**src/rtl/link_bist_pkg.sv**
```systemverilog
`timescale 1ns/1ps
package link_bist_pkg;
  typedef struct packed {
    logic [1:0] out_mode;
    logic       pin_cfg;
    logic [1:0] clk_src;
    logic       en;
  } ctrl_t;

  localparam ctrl_t CTRL_RST = '{out_mode: 2'b00, pin_cfg: 1'b1, clk_src: 2'b00, en: 1'b0};
  localparam int unsigned ADDR_CTRL   = 0;
  localparam int unsigned ADDR_ERRCNT = 1;
  localparam logic [1:0]  OUT_QUIET   = 2'b00;
  localparam logic [1:0]  OUT_ALT     = 2'b01;
endpackage

```
**src/rtl/link_bist_regs.sv**
```systemverilog
`timescale 1ns/1ps
module link_bist_regs
  import link_bist_pkg::*;
#(
  parameter int unsigned ADDR_W = 2,
  parameter int unsigned CNT_W  = 32,
  parameter int unsigned RD_W   = 32
) (
  input  logic              clk_i,
  input  logic              rst_ni,
  input  logic              wr_i,
  input  logic [ADDR_W-1:0] addr_i,
  input  logic [7:0]        wdata_i,
  input  logic [CNT_W-1:0]  err_cnt_i,
  output ctrl_t             ctrl_o,
  output logic [RD_W-1:0]   rdata_o
);
  ctrl_t ctrl_q;

  always_ff @(posedge clk_i or negedge rst_ni) begin
    if (!rst_ni) begin
      ctrl_q <= CTRL_RST;
    end else if (wr_i && addr_i == ADDR_W'(ADDR_CTRL)) begin
      ctrl_q <= '{out_mode: wdata_i[7:6], pin_cfg: wdata_i[3],
                  clk_src: wdata_i[2:1], en: wdata_i[0]};
    end
  end

  always_comb begin
    rdata_o = '0;
    case (addr_i)
      ADDR_W'(ADDR_CTRL):   rdata_o = RD_W'({ctrl_q.out_mode, 2'b00, ctrl_q.pin_cfg,
                                             ctrl_q.clk_src, ctrl_q.en});
      ADDR_W'(ADDR_ERRCNT): rdata_o = RD_W'(err_cnt_i);
      default:              rdata_o = '0;
    endcase
  end

  assign ctrl_o = ctrl_q;

  a_r11_hold_without_write: assert property (@(posedge clk_i) disable iff (!rst_ni)
    !wr_i |=> $stable(ctrl_q));
endmodule

```
**config.mk**
```make
export PLATFORM = sky130hd
export DESIGN_NAME = link_bist_regs
export DESIGN_NICKNAME = d
export VERILOG_FILES = /design/src/rtl/link_bist_pkg.sv /design/src/rtl/link_bist_regs.sv
export SDC_FILE = /design/constraint.sdc
export NUM_CORES = 1
export LEC_CHECK = 0
export CAP_MARGIN = 10
export CELL_PAD_IN_SITES_DETAIL_PLACEMENT = 1
export CELL_PAD_IN_SITES_GLOBAL_PLACEMENT = 1
export CORE_MARGIN = 4
export CORE_UTILIZATION = 37
export CTS_CLUSTER_SIZE = 40
export DETAILED_ROUTE_END_ITERATION = 8
export DONT_BUFFER_PORTS = 1
export GPL_TIMING_DRIVEN = 0
export PLACE_DENSITY = 0.77
export RECOVER_POWER = 25
export SLEW_MARGIN = 25
export SYNTH_ARGS = -nofsm -noshare
export SYNTH_HDL_FRONTEND = slang
export SYNTH_SLANG_ARGS = --single-unit
```
**constraint.sdc**
```tcl
create_clock -name clk_i -period 1.9 [get_ports clk_i]
set_input_delay 0.19 -clock clk_i [delete_from_list [all_inputs] [get_ports clk_i]]
set_output_delay 0.19 -clock clk_i [all_outputs]
set_load 0.02 [all_outputs]
```
==> flow_metrics.py <==
metrics = {
    "run_status": {
        "status": "completed",
    },
    "floorplan": {
        "die_h_um": 45.7,
        "dieArea_um2": 2090,
        "core-area_um2": 1320,
        "num_rows": 13,
        "dieWidth_um": 45.7,
        "initial_core_util_pct": 40.0,
        "io_pins": 83,
    },
    "setup_path": {
        "path_cells": "mux2i_1, nor2_1",
        "worstPathRequired_ps": 1710,
        "arrival_ps": 1240,
        "end_kind": "primary output",
        "cp.buffers_inverters": 0,
        "slowest_stage": "dfstp_2",
        "worstPathMaxFanout": 3,
        "crit_path_start_kind": "flop",
        "timing.rr.end": "ctrl_o[1]",
        "r2r-start": "ctrl_o[1]",
        "crit_family": "flip-flops",
        "max_stage_delay_ps": 600,
        "crit_type": "flop to primary output",
        "reg2reg_depth": 1,
        "r2r_slack_ps": 1000,
    },
    "power": {
        "vdd_drop_max_mv": 0.401,
        "power_per_cell_area_nw_per_um2": 819,
        "power.leakage_nw": 0.255,
        "p_total_uw": 467,
    },
    "synthesis": {
        "syn_avg_cell_area_um2": 9.41,
        "seq_area_frac_synth_pct": 28.7,
        "synthArstFlopShare_pct": 100,
        "syn-instance-count": 56,
        "synth_top_cells_by_count": "26 x and2_1, 6 x mux2_2, 6 x mux2i_1, 6 x nor2_1, 5 x dfrtp_1",
        "yosys.area.top_type_share_pct": 30.9,
        "synth_area_um2": 527,
        "yosysUniqueCellTypes": 10,
        "synthFlopType": "dfrtp_1",
        "yosys.cell_count.top_type": "and2_1",
        "synth.largest_area_cell": "and2_1",
        "yosysWarningCount": 0,
        "synth_nets": 101,
        "netlist_top_cells_area": "and2_1 31%, dfrtp_1 24%, mux2_2 13%",
        "synth_edf_count": 0,
        "ys_seq_elements": 6,
    },
    "routing": {
        "drc": 0,
        "drt_iter0_drc": 2,
        "wl_um": 1430,
        "vias_per_cell": 5.17,
        "wire_per_inst_um": 18.8,
        "drtAntennaViolNets": 0,
        "vias": 393,
        "drt_pass1_iterations": 2,
    },
    "flow_run": {
        "drv_cap": 0,
    },
    "clock_tree": {
        "ctsResizeCount": 0,
        "cts_sinks": 6,
        "clock_latency_ps": 240,
        "clockBufferDepth": 2,
        "post_cts_buffers": 0,
        "h-tree-depth": 1,
        "clk_pin_slew_ps": 50,
        "cts_buffers": 3,
        "root_buffer": "clkbuf_4",
        "cts_tree": "yes",
    },
    "layout": {
        "multi_input_comb_area_um2": 334,
        "area_growth_pct": 8.31,
        "fillers": 161,
        "largest_reg_flops": 6,
        "seqCellArea_um2": 151,
        "drive_above_1_share_pct": 21.3,
        "final_nets": 107,
        "diodes": 0,
    },
    "placed_design": {
        "portBuffers": 0,
        "place_congestion": 0.602,
    },
    "timing": {
        "whs_ps": 99.0,
        "max_freq_mhz": 700,
        "hold_viol": 0,
        "finalCriticalPeriod_ps": 1430,
        "relSlewSlack_pct": 41.3,
        "finalSetupTns_ps": 0,
        "tightest_slew_ps": 878,
        "slew_violations": 0,
        "rsz0062_at_grt": "false",
        "fin_crit_sh_pct": 75.1,
        "setup_viol": 0,
        "skew_ps": 0,
    },
    "global_route": {
        "grt_use_total_pct": 11.9,
        "grt_pass1_vias": 385,
        "grt-ovfl-total": 0,
        "grt_pass1_wl_um": 1810,
        "antenna_found_initial": 0,
        "grt_start_max_net_pins": 11,
    },
    "hold_path": {
        "hold_depth": 1,
        "min_path_type": "input pin to flop",
        "min_to": "ctrl_o[4]",
        "hold_path.startpoint": "wdata_i[6]",
    },
}
[where the power goes]
| part | switching (mW) | internal [mW] | total, mW | leakage (nW) |
|---|---|---|---|---|
| sequential | 0.0553 | 0.156 | 0.211 | 0.0697 |
| clock | 0.0440 | 0.0794 | 0.123 | 0.0150 |
| combinational | 0.0829 | 0.0497 | 0.133 | 0.171 |
[layout make-up]
| type | instances | share of cell area, % |
|---|---|---|
| plain buffers | 4 | 5.26 |
| clock buffers | 4 | 4.61 |
| multi-input cells | 46 | 58.6 |
| flip-flops and latches | 6 | 26.5 |
| well taps | 15 | 3.29 |
| repair buffers | 1 | 1.75 |
[cells in the final DEF, fill, tap and decap left out]
cell / count
clkbuf_1: 3
nor2b_4: 1
clkbuf_4: 3
dlygate4sd3_1: 1
dfstp_2: 1
mux2_2: 6
mux2i_1: 6
buf_6: 2
nor2_1: 6
and2_1: 26
dfrtp_1: 5
nor3b_1: 1
[worst max-delay path by stage]
| stage | startpoint | end | depth (start not counted) |
|---|---|---|---|
| floorplan | addr_i[0] | rdata_o[10] | 4 |
| global placement | addr_i[0] | rdata_o[25] | 4 |
| detailed placement | addr_i[0] | rdata_o[8] | 4 |
| CTS | ctrl_o[3] | rdata_o[3] | 2 |
| global route | ctrl_o[3] | rdata_o[3] | 2 |
| finish | ctrl_o[3] | rdata_o[3] | 2 |
[logic make-up after synthesis]
family | after synthesis | synth area share [%]
simple gates | 34 | 41.3
buf+inv | 4 | 5.70
flops | 6 | 28.7
mux | 12 | 24.2
[per-layer routing]
| metal | track usage (%) | vias up | part of all wire (%) |
|---|---|---|---|
| met5 | 0 | - | 0 |
| met2 | 21.2 | 34 | 56 |
| met4 | 3.41 | 0 | 0 |
| met1 | 13.2 | 171 | 30 |
| li1 | - | 188 | - |
| met3 | 4.35 | 0 | 14 |
[repair_timing]
action                     in CTS  in global routing
hold endpoints to repair        6                  0
setup endpoints to repair       0                  0
hold buffers                    1                  0
[per-stage QoR]
step	std cells	util (%)	setup slack, ps	cell area, um^2
after floorplan	56	-	750	527
after detailed placement	71	41.4	613	546
after global routing	76	43.3	410	571
after global placement	71	41.4	644	546
after CTS	76	44.2	455	582
final	76	43.3	472	571
Power figures use the tool's default switching activity.
